<file path="src/rtl/dte_pkg.sv">
package dte_pkg;
  localparam int REG_W  = 32;
  localparam int ADDR_W = 5;
  localparam int HW     = 16;
  localparam int POS_W  = 24;
  localparam int PIX_W  = 24;
  localparam int LINE_W = 16;
  localparam int NPROG  = 15;

  localparam logic [ADDR_W-1:0] A_ENABLE = 5'd0;
  localparam logic [ADDR_W-1:0] A_CFG    = 5'd1;
  localparam logic [ADDR_W-1:0] A_HCTL   = 5'd2;
  localparam logic [ADDR_W-1:0] A_VLEN   = 5'd3;
  localparam logic [ADDR_W-1:0] A_VSW    = 5'd4;
  localparam logic [ADDR_W-1:0] A_DISPH  = 5'd5;
  localparam logic [ADDR_W-1:0] A_DVS    = 5'd6;
  localparam logic [ADDR_W-1:0] A_DVE    = 5'd7;
  localparam logic [ADDR_W-1:0] A_ACTH   = 5'd8;
  localparam logic [ADDR_W-1:0] A_AVS    = 5'd9;
  localparam logic [ADDR_W-1:0] A_AVE    = 5'd10;
  localparam logic [ADDR_W-1:0] A_BORDER = 5'd11;
  localparam logic [ADDR_W-1:0] A_UFLOW  = 5'd12;
  localparam logic [ADDR_W-1:0] A_POL    = 5'd13;
  localparam logic [ADDR_W-1:0] A_FETCH  = 5'd14;
  localparam logic [ADDR_W-1:0] A_FRAME  = 5'd16;
  localparam logic [ADDR_W-1:0] A_LINE   = 5'd17;
  localparam logic [ADDR_W-1:0] A_STATUS = 5'd18;

  typedef struct packed {
    logic              fetch_en;
    logic              win_v_en;
    logic              win_h_en;
    logic [2:0]        pol;
    logic [HW-1:0]     h_period;
    logic [HW-1:0]     h_sw;
    logic [HW-1:0]     d_first;
    logic [HW-1:0]     d_last;
    logic [HW-1:0]     w_hs;
    logic [HW-1:0]     w_he;
    logic [POS_W-1:0]  f_len;
    logic [POS_W-1:0]  v_sw;
    logic [POS_W-1:0]  d_vs;
    logic [POS_W-1:0]  d_ve;
    logic [POS_W-1:0]  w_vs;
    logic [POS_W-1:0]  w_ve;
    logic [POS_W-1:0]  fetch_pos;
    logic [PIX_W-1:0]  border;
    logic [PIX_W-1:0]  uflow;
  } tcfg_t;
endpackage

</file>
<file path="src/rtl/dte_regs.sv">
module dte_regs
  import dte_pkg::*;
(
  input  logic              clk,
  input  logic              rst_n,
  input  logic              wr_en,
  input  logic [ADDR_W-1:0] wr_addr,
  input  logic [REG_W-1:0]  wr_data,
  input  logic [ADDR_W-1:0] rd_addr,
  output logic [REG_W-1:0]  rd_data,
  input  logic              frame_wrap,
  input  logic [REG_W-1:0]  frame_cnt,
  input  logic [LINE_W-1:0] line_cnt,
  input  logic              uf_set,
  output logic              en,
  output tcfg_t             cfg_s,
  output logic              uf_sticky
);
  logic [REG_W-1:0] prog_q [NPROG];
  logic [NPROG-1:0] we_vec;
  tcfg_t            cfg_n;
  logic             commit;
  logic             uf_clr;
  logic             uf_n;

  genvar gi;
  generate
    for (gi = 0; gi < NPROG; gi++) begin : g_we
      assign we_vec[gi] = wr_en && (wr_addr == ADDR_W'(gi));
    end
  endgenerate

  always_ff @(posedge clk or negedge rst_n) begin
    if (!rst_n) begin
      for (int i = 0; i < NPROG; i++) prog_q[i] <= '0;
    end else begin
      for (int i = 0; i < NPROG; i++)
        if (we_vec[i]) prog_q[i] <= wr_data;
    end
  end

  assign en = prog_q[A_ENABLE][0];

  // Decode the programmed words into the working-copy layout
  always_comb begin
    cfg_n           = '0;
    cfg_n.fetch_en  = prog_q[A_CFG][31];
    cfg_n.win_v_en  = prog_q[A_CFG][30];
    cfg_n.win_h_en  = prog_q[A_CFG][29];
    cfg_n.pol       = prog_q[A_POL][2:0];
    cfg_n.h_period  = prog_q[A_HCTL][31:16];
    cfg_n.h_sw      = prog_q[A_HCTL][15:0];
    cfg_n.d_last    = prog_q[A_DISPH][31:16];
    cfg_n.d_first   = prog_q[A_DISPH][15:0];
    cfg_n.w_he      = prog_q[A_ACTH][31:16];
    cfg_n.w_hs      = prog_q[A_ACTH][15:0];
    cfg_n.f_len     = prog_q[A_VLEN][POS_W-1:0];
    cfg_n.v_sw      = prog_q[A_VSW][POS_W-1:0];
    cfg_n.d_vs      = prog_q[A_DVS][POS_W-1:0];
    cfg_n.d_ve      = prog_q[A_DVE][POS_W-1:0];
    cfg_n.w_vs      = prog_q[A_AVS][POS_W-1:0];
    cfg_n.w_ve      = prog_q[A_AVE][POS_W-1:0];
    cfg_n.fetch_pos = prog_q[A_FETCH][POS_W-1:0];
    cfg_n.border    = prog_q[A_BORDER][PIX_W-1:0];
    cfg_n.uflow     = prog_q[A_UFLOW][PIX_W-1:0];
  end

  assign commit = !en || frame_wrap;

  always_ff @(posedge clk or negedge rst_n) begin
    if (!rst_n)      cfg_s <= '0;
    else if (commit) cfg_s <= cfg_n;
  end

  assign uf_clr = wr_en && (wr_addr == A_STATUS);

  always_comb begin
    uf_n = uf_sticky;
    if (uf_clr) uf_n = 1'b0;
    if (uf_set) uf_n = 1'b1;
  end

  always_ff @(posedge clk or negedge rst_n) begin
    if (!rst_n) uf_sticky <= 1'b0;
    else        uf_sticky <= uf_n;
  end

  always_comb begin
    rd_data = '0;
    if (rd_addr < ADDR_W'(NPROG)) rd_data = prog_q[rd_addr[3:0]];
    else if (rd_addr == A_FRAME)  rd_data = frame_cnt;
    else if (rd_addr == A_LINE)   rd_data = REG_W'(line_cnt);
    else if (rd_addr == A_STATUS) rd_data = REG_W'(uf_sticky);
  end
endmodule

</file>
<file path="src/rtl/dte_counters.sv">
module dte_counters #(
  parameter int HW     = 16,
  parameter int POS_W  = 24,
  parameter int LINE_W = 16,
  parameter int FC_W   = 32
) (
  input  logic              clk,
  input  logic              rst_n,
  input  logic              en,
  input  logic [HW-1:0]     h_period,
  input  logic [POS_W-1:0]  f_len,
  output logic [HW-1:0]     hc,
  output logic [POS_W-1:0]  fc,
  output logic [LINE_W-1:0] line_cnt,
  output logic [FC_W-1:0]   frame_cnt,
  output logic              frame_wrap
);
  logic              h_last;
  logic              f_last;
  logic [HW-1:0]     hc_n;
  logic [POS_W-1:0]  fc_n;
  logic [LINE_W-1:0] line_n;
  logic [FC_W-1:0]   frame_n;

  assign h_last     = (hc == h_period - HW'(1));
  assign f_last     = (fc == f_len - POS_W'(1));
  assign frame_wrap = en && f_last;

  always_comb begin
    hc_n    = hc;
    fc_n    = fc;
    line_n  = line_cnt;
    frame_n = frame_cnt;
    if (!en) begin
      hc_n    = '0;
      fc_n    = '0;
      line_n  = '0;
      frame_n = '0;
    end else if (f_last) begin
      hc_n    = '0;
      fc_n    = '0;
      line_n  = '0;
      frame_n = frame_cnt + FC_W'(1);
    end else begin
      fc_n = fc + POS_W'(1);
      if (h_last) begin
        hc_n   = '0;
        line_n = line_cnt + LINE_W'(1);
      end else begin
        hc_n = hc + HW'(1);
      end
    end
  end

  always_ff @(posedge clk or negedge rst_n) begin
    if (!rst_n) begin
      hc        <= '0;
      fc        <= '0;
      line_cnt  <= '0;
      frame_cnt <= '0;
    end else begin
      hc        <= hc_n;
      fc        <= fc_n;
      line_cnt  <= line_n;
      frame_cnt <= frame_n;
    end
  end
endmodule

</file>
<file path="src/rtl/dte_video.sv">
module dte_video
  import dte_pkg::*;
(
  input  logic             clk,
  input  logic             rst_n,
  input  logic             en,
  input  tcfg_t            cfg,
  input  logic [HW-1:0]    hc,
  input  logic [POS_W-1:0] fc,
  input  logic             pix_valid,
  input  logic [PIX_W-1:0] pix_data,
  output logic             pix_req,
  output logic             uf_set,
  output logic             hsync,
  output logic             vsync,
  output logic             de,
  output logic [PIX_W-1:0] pix_out,
  output logic             fetch_start
);
  logic             in_dh, in_dv, in_disp;
  logic             in_wh, in_wv, active;
  logic             hs_n, vs_n, de_n, fe_n;
  logic [PIX_W-1:0] pix_n;

  assign in_dh   = (hc >= cfg.d_first) && (hc <= cfg.d_last);
  assign in_dv   = (fc >= cfg.d_vs) && (fc <= cfg.d_ve);
  assign in_disp = en && in_dh && in_dv;
  assign in_wh   = !cfg.win_h_en || ((hc >= cfg.w_hs) && (hc <= cfg.w_he));
  assign in_wv   = !cfg.win_v_en || ((fc >= cfg.w_vs) && (fc <= cfg.w_ve));
  assign active  = in_disp && in_wh && in_wv;
  assign pix_req = active;
  assign uf_set  = active && !pix_valid;

  always_comb begin
    hs_n = (en && (hc < cfg.h_sw)) ^ cfg.pol[0];
    vs_n = (en && (fc < cfg.v_sw)) ^ cfg.pol[1];
    de_n = in_disp ^ cfg.pol[2];
    fe_n = en && cfg.fetch_en && (fc == cfg.fetch_pos);
    if (!in_disp)       pix_n = '0;
    else if (!active)   pix_n = cfg.border;
    else if (pix_valid) pix_n = pix_data;
    else                pix_n = cfg.uflow;
  end

  always_ff @(posedge clk or negedge rst_n) begin
    if (!rst_n) begin
      hsync       <= 1'b0;
      vsync       <= 1'b0;
      de          <= 1'b0;
      pix_out     <= '0;
      fetch_start <= 1'b0;
    end else begin
      hsync       <= hs_n;
      vsync       <= vs_n;
      de          <= de_n;
      pix_out     <= pix_n;
      fetch_start <= fe_n;
    end
  end
endmodule

</file>
<file path="src/rtl/dte_timing_engine.sv">
module dte_timing_engine
  import dte_pkg::*;
(
  input  logic              clk,
  input  logic              rst_n,
  input  logic              wr_en,
  input  logic [ADDR_W-1:0] wr_addr,
  input  logic [REG_W-1:0]  wr_data,
  input  logic [ADDR_W-1:0] rd_addr,
  output logic [REG_W-1:0]  rd_data,
  input  logic              pix_valid,
  input  logic [PIX_W-1:0]  pix_data,
  output logic              pix_req,
  output logic              hsync,
  output logic              vsync,
  output logic              de,
  output logic [PIX_W-1:0]  pix_out,
  output logic              fetch_start
);
  logic [1:0]        rst_sync;
  logic              rst_s;
  logic              en;
  tcfg_t             cfg_s;
  logic              uf_sticky;
  logic              uf_set;
  logic              frame_wrap;
  logic [HW-1:0]     hc;
  logic [POS_W-1:0]  fc;
  logic [LINE_W-1:0] line_cnt;
  logic [REG_W-1:0]  frame_cnt;

  // Asynchronous assert, synchronous release
  always_ff @(posedge clk or negedge rst_n) begin
    if (!rst_n) rst_sync <= 2'b00;
    else        rst_sync <= {rst_sync[0], 1'b1};
  end
  assign rst_s = rst_sync[1];

  dte_regs i_regs (
    .clk        (clk),
    .rst_n      (rst_s),
    .wr_en      (wr_en),
    .wr_addr    (wr_addr),
    .wr_data    (wr_data),
    .rd_addr    (rd_addr),
    .rd_data    (rd_data),
    .frame_wrap (frame_wrap),
    .frame_cnt  (frame_cnt),
    .line_cnt   (line_cnt),
    .uf_set     (uf_set),
    .en         (en),
    .cfg_s      (cfg_s),
    .uf_sticky  (uf_sticky)
  );

  dte_counters #(
    .HW     (HW),
    .POS_W  (POS_W),
    .LINE_W (LINE_W),
    .FC_W   (REG_W)
  ) i_cnt (
    .clk        (clk),
    .rst_n      (rst_s),
    .en         (en),
    .h_period   (cfg_s.h_period),
    .f_len      (cfg_s.f_len),
    .hc         (hc),
    .fc         (fc),
    .line_cnt   (line_cnt),
    .frame_cnt  (frame_cnt),
    .frame_wrap (frame_wrap)
  );

  dte_video i_video (
    .clk         (clk),
    .rst_n       (rst_s),
    .en          (en),
    .cfg         (cfg_s),
    .hc          (hc),
    .fc          (fc),
    .pix_valid   (pix_valid),
    .pix_data    (pix_data),
    .pix_req     (pix_req),
    .uf_set      (uf_set),
    .hsync       (hsync),
    .vsync       (vsync),
    .de          (de),
    .pix_out     (pix_out),
    .fetch_start (fetch_start)
  );
endmodule

</file>
<file path="config.mk">
export PLATFORM = sky130hd
export DESIGN_NAME = dte_timing_engine
export DESIGN_NICKNAME = d
export VERILOG_FILES = /design/src/rtl/dte_pkg.sv /design/src/rtl/dte_regs.sv /design/src/rtl/dte_counters.sv /design/src/rtl/dte_video.sv /design/src/rtl/dte_timing_engine.sv
export SDC_FILE = /design/constraint.sdc
export NUM_CORES = 2
export LEC_CHECK = 0
export BUFFER_PORTS_ARGS = -buffer_cell sky130_fd_sc_hd__buf_2
export CORE_MARGIN = 5
export CORE_UTILIZATION = 40
export CTS_BUF_LIST = sky130_fd_sc_hd__clkbuf_4
export DETAILED_ROUTE_END_ITERATION = 10
export GPL_TIMING_DRIVEN = 0
export PLACE_DENSITY = 0.61
export REMOVE_ABC_BUFFERS = 1
export SLEW_MARGIN = 5
export SYNTH_ARGS = -nofsm -noshare
export SYNTH_HDL_FRONTEND = slang
export SYNTH_SLANG_ARGS = --single-unit
</file>
<file path="constraint.sdc">
create_clock -name clk -period 29.6 [get_ports clk]
set_clock_uncertainty 0.2 [all_clocks]
set_input_delay 4.44 -clock clk [delete_from_list [all_inputs] [get_ports clk]]
set_output_delay 4.44 -clock clk [all_outputs]
set_load 0.005 [all_outputs]
</file>
# Yosys cells after proc, flatten, opt, wreduce, memory -nomap -nowiden
# Index checks and enable logic that the tools add are counted.
[word_totals] in_bits=70 out_inout_bits=61 ff_bits=917 word_cells=151
[classes] magnitude_cmp=12 eq_ne=23 addsub=6 n_mux=22 bitwise=4 n_reduce_logical=39
[ops] op="two-way mux 32 bit" n=7
[ops] op="binary-select mux 32 bit (select 4 bit)" n=1
[ops] op="two-way mux 24 bit" n=5
[ops] op="two-way mux 16 bit" n=6
[ops] op="equality test 24 bit" n=2
[ops] op="greater-or-equal comparator 24 bit" n=2
[ops] op="less-or-equal comparator 24 bit" n=2
[ops] op="equality test 5 x 4 -> 1 bit (second input constant)" n=7
[ops] op="adder 16 x 1 -> 16 bit (second input constant)" n=2
[ops] op="adder 32 x 1 -> 32 bit (second input constant)" n=1
[ops] op="greater-or-equal comparator 16 bit" n=2
[ops] op="less-or-equal comparator 16 bit" n=2
[ops] op="logical AND 1 bit" n=30
[ops] op="adder 24 x 1 -> 24 bit (second input constant)" n=1
[ops] op="< comparator 24 bit" n=1
[ops] op="subtractor 24 x 1 -> 24 bit (second input constant)" n=1
[ops] op="equality test 5 x 3 -> 1 bit (second input constant)" n=4
[ops] op="equality test 5 bit (second input constant)" n=4
[ops] op="equality test 16 bit" n=1
[ops] op="< comparator 16 bit" n=1
[ops] op="subtractor 16 x 1 -> 16 bit (second input constant)" n=1
[ops] op="equality test 5 x 2 -> 1 bit (second input constant)" n=2
[ops] op="equality test 5 x 1 -> 1 bit (second input constant)" n=1
[ops] op="greater-or-equal comparator 5 bit (second input constant)" n=1
[ops] op="10 further kinds" n=19

# Logic depth before layout (Yosys ltp)
[depth] ltp_word=8 depth_mapped=16 ltp_nobuf=11

# Cells and area by module
# A second synthesis with hierarchy kept.
[hier_totals] hier_cells=3733 area_unflattened_um2=46942.5
[modules_own_cells] mod="dte_regs" cells_per_inst=2224 seq_area_each_um2=19994.2 area_per_inst_um2=34391.7 n_inst=1
[modules_own_cells] mod="dte_video" cells_per_inst=838 seq_area_each_um2=700.7 area_per_inst_um2=6675.2 n_inst=1
[modules_own_cells] mod="dte_counters" cells_per_inst=668 seq_area_each_um2=2202.1 area_per_inst_um2=5821.8 n_inst=1
[modules_own_cells] mod="dte_timing_engine" cells_per_inst=3 seq_area_each_um2=50.0 area_per_inst_um2=53.8 n_inst=1

# Worst setup path before layout
# OpenSTA, ideal clock, no wires.
[synth_timing] path_kind="input to output" start="in rd_addr[0]" end="out rd_data[10]" path_buffers=4 required_ns=24.960 stages=6 path_slack_ns=18.339 arrival_ns=6.621 cell_sequence="buf_1 clkbuf_1 clkbuf_1 buf_1 mux2i_1 o21ai_0"
[synth_via] elab_chain_len=5 elab_cells_between_ends=10 cone_classes="order compare (1); eq/ne (2); mux (6); bitwise (1)"
[synth_rtl] item="from (decl)" line_no="dte_timing_engine.sv:9" text="input logic [ADDR_W-1:0] rd_addr,"
[synth_rtl] item="inverter 4 -> 5 bit (implied by the code)" line_no="dte_regs.sv:90" text="if (rd_addr < ADDR_W'(NPROG)) rd_data = prog_q[rd_addr[3:0]];"
[synth_rtl] item="binary-select mux 32 bit (select 4 bit)" line_no="dte_regs.sv:90"
[synth_rtl] item="two-way mux 32 bit (implied by the code) (2 in a row)" line_no="dte_regs.sv:90"
[synth_rtl] item="two-way mux 32 bit *" line_no="dte_regs.sv:90"
[synth_rtl] item="to (decl)" line_no="dte_timing_engine.sv:10" text="output logic [REG_W-1:0] rd_data,"
# Mark *: on every way between the ends. The rest lies on a longest branch, timed or not. The select of a mux whose other input is x is not followed.

# Worst setup path after layout
[layout_timing] start="in rd_addr[1]" end="out rd_data[16]"
# Same word-level chain as after synthesis.

==> impl_metrics.toml <==
[synth]
synth_edf_count = 0
yosys_warnings = 0
async_flop_share_pct = 100
yosysTopAreaCell = "dfrtp_1"
netlist.area_leader.share_pct = 50.0
synth.avg_cell_area_sq_um = 12.1
synth_ff_type = "dfrtp_1"
synthTopCellsByCount = "dfrtp_1 (917), mux2_2 (513), nand2_1 (295)"
netlist_instances = 3799
ys_ff_latch = 917
yosysUniqueCellTypes = 74
syn_area_sq_um = 45900
synthTopCellsByArea = "dfrtp_1 (50%), mux2_2 (13%), mux4_2 (6.3%)"
seq_area_frac_synth_pct = 50.0
synth_most_common_cell = "dfrtp_1"

[placement]
portBuffers = 130
globalplace.congestion = 0.864
preCtsSetupSlack_ns = 17.11
place_hpwl_um = 90300

[clock_network]
cts_setup_buffers = 0
cts_tree = "built"
cts_hold_buf = 0
cts_buffers = 274
htree_levels = 5
clkTransAtPathRegs_ns = 0.06
clk_latency_ns = 1.13
clock_sinks = 917
cts_buffer_depth = 4
cts.repair.resized = 0
root_buffer = "clkbuf_4"

[grt]
grt_pass1_wl_um = 200000
use_met2_pct = 33.3
grt_pass1_vias = 31742
globalRouteMet1Util_pct = 31.0
overflow = 0
use_met3_pct = 4.27
antenna_found_initial = 10
gr-max-usage-layer = "met2"
grtUsageTotal_pct = 21.6
grt_max_degree = 83

[pwr]
pwr-share-seq_pct = 45.6
combinationalPowerShare_pct = 23.2
p_clk_share_pct = 31.2
total_leakage_power_uw = 0.0244
switching_share_pct = 31.7
peakVddDrop_v = 0.0000387
p_per_area_nw_per_um2 = 71.3
switchingPower_uw = 1170
power.internal_uw = 2520

[critical_path]
arrival_ns = 7.95
ff2ff_path_depth = 11
endpoint_kind = "output port"
crit_chain = "buf_8, buf_16, nand3b_1, nor2_1, a22o_1, buf_2"
max_stage_delay_ns = 1.39
slowest_stage = "nor2_1"
path_delay_family = "simple AND/OR/NAND/NOR gates"
crit_type = "primary input to output port"
worst-path-stages = 6
worstSetupStartpointType = "primary input"
cp_data_required_time_ns = 24.96
crit_buf_inv = 3
crit_fanout = 67

[layout]
area_delta_synth_final_pct = 12.7
fin_nets = 4298
drive_gt1_share_pct = 30.0

[sta]
rsz0062_at_grt = "false"
finalSetupTns_ns = 0
fmax_mhz = 79.4
layout_setup_ws_ns = 17.01
fin_crit_sh_pct = 42.5
maxSlewViolCount = 0
slew_headroom_pct = 10.7
final-setup-viol-count = 0
tightestPinTransition_ns = 1.34
final.min_clock_period_ns = 12.59
hold_viol = 0

[drt]
vias = 31214
first_pass_iters = 5
final_antenna_net_count = 0
finalWirelength_um = 130000
post_drt_wl_per_cell_um = 22.9
route.detailed.drc = 0
drtIter0Drc = 2444
via_per_inst = 5.48

[run]
maxCapViolations = 0

[die]
start_util_pct = 40.2
die_h_um = 349
rows = 124
core-area_sq_um = 114000
dieArea_sq_um = 122000
die_w_um = 349
num_io_pins = 131

[worst_hold_path]
min_path_cells = 0
hold_class = "flop to flop"

[outcome]
outcome = "complete, no violations"
cell type report:
type,instances,area (sq um)
Antenna cell,3,7.51
Clock inverter,40,231
Clock buffer,388,2910
Tap cell,1512,1890
Sequential cell,917,23000
Inverter,216,812
Timing Repair Buffer,181,1810
Multi-Input combinational cell,2434,21200
Fill cell,10695,62400
power groups by stage:
stage	Combinational, uW	Sequential (uW)	Clock, uW
after global routing	950	1710	1260
after CTS	862	1680	1190
after floorplan	600	1660	0
after global placement	841	1730	0
final	857	1680	1150
after detailed placement	855	1700	0
state kept, by name (all words and copies together), names as in the netlist:
signal               count
i_cnt.fc                24
i_cnt.frame_cnt         32
i_cnt.hc                16
i_cnt.line_cnt          16
i_regs.cfg_n           318
i_regs.cfg_s           318
i_regs.en                1
i_regs.prog_q          161
i_regs.uf_sticky         1
i_video.de               1
i_video.fetch_start      1
i_video.hsync            1
i_video.pix_out         24
i_video.vsync            1
rst_sync                 2
placed cells by master (no fill, tap or decap), types with 58 or more instances in the layout:
| master | count |
|---|---|
| a21oi_1 | 76 |
| inv_1 | 215 |
| nor2_1 | 138 |
| o21ai_0 | 207 |
| mux4_2 | 128 |
| dfrtp_1 | 916 |
| buf_2 | 127 |
| a21o_1 | 58 |
| xor2_1 | 62 |
| nand2_1 | 286 |
| mux2_1 | 114 |
| clkbuf_4 | 388 |
| mux2i_1 | 77 |
| mux2_2 | 513 |
| o21ai_1 | 101 |
| nand4_1 | 62 |
| xnor2_1 | 66 |
| ha_1 | 204 |
stage by stage:
step,power [uW],area [sq um],instances,util (%),hold WS [ns]
5_1_grt,3920,51800,5689,45.3,0.174
3_5_place_dp,2560,48600,5260,42.6,0.136
6_report,3690,51800,5691,45.3,0.151
4_1_cts,3730,51800,5688,45.3,0.150
2_1_floorplan,2260,44800,3567,-,0.131
3_3_place_gp,2570,47400,5209,41.5,0.138
logic make-up (layout without fill, tap and decap cells):
logic type	count (synthesis)	in the layout	synth area share (%)
AO/OA/AOI/OAI	533	533	6.77
XOR/XNOR	128	128	2.44
adder cells (fa/ha/maj)	204	204	5.56
buffers and inverters	448	825	4.18
flip-flops	917	917	50.0
multiplexers	832	832	23.3
other	1	4	0.00817
AND/OR/NAND/NOR	736	736	7.74
final timing paths:
path | start | end | slack (ns)
min in group asynchronous | rst_sync[1] | i_regs.cfg_s[42] | 0.17
min | rst_sync[0] | rst_sync[1] | 0.15
max reg2reg | i_regs.cfg_s[194] | i_regs.cfg_s[57] | 24.26
max | rd_addr[1] | rd_data[16] | 17.01
min reg2reg | rst_sync[0] | rst_sync[1] | 0.15
max in group asynchronous | rst_n | rst_sync[1] | 26.17
per-layer routing:
| metal | up-vias | part of all wire [%] | wire [um] |
|---|---|---|---|
| li1 | 14181 | - | - |
| met1 | 15994 | 46 | 60600 |
| met2 | 860 | 46 | 59600 |
| met3 | 171 | 5.8 | 7560 |
| met4 | 8 | 2.0 | 2650 |
| met5 | - | 0.037 | 48 |
Note: power is estimated with default switching activity, not from simulation.
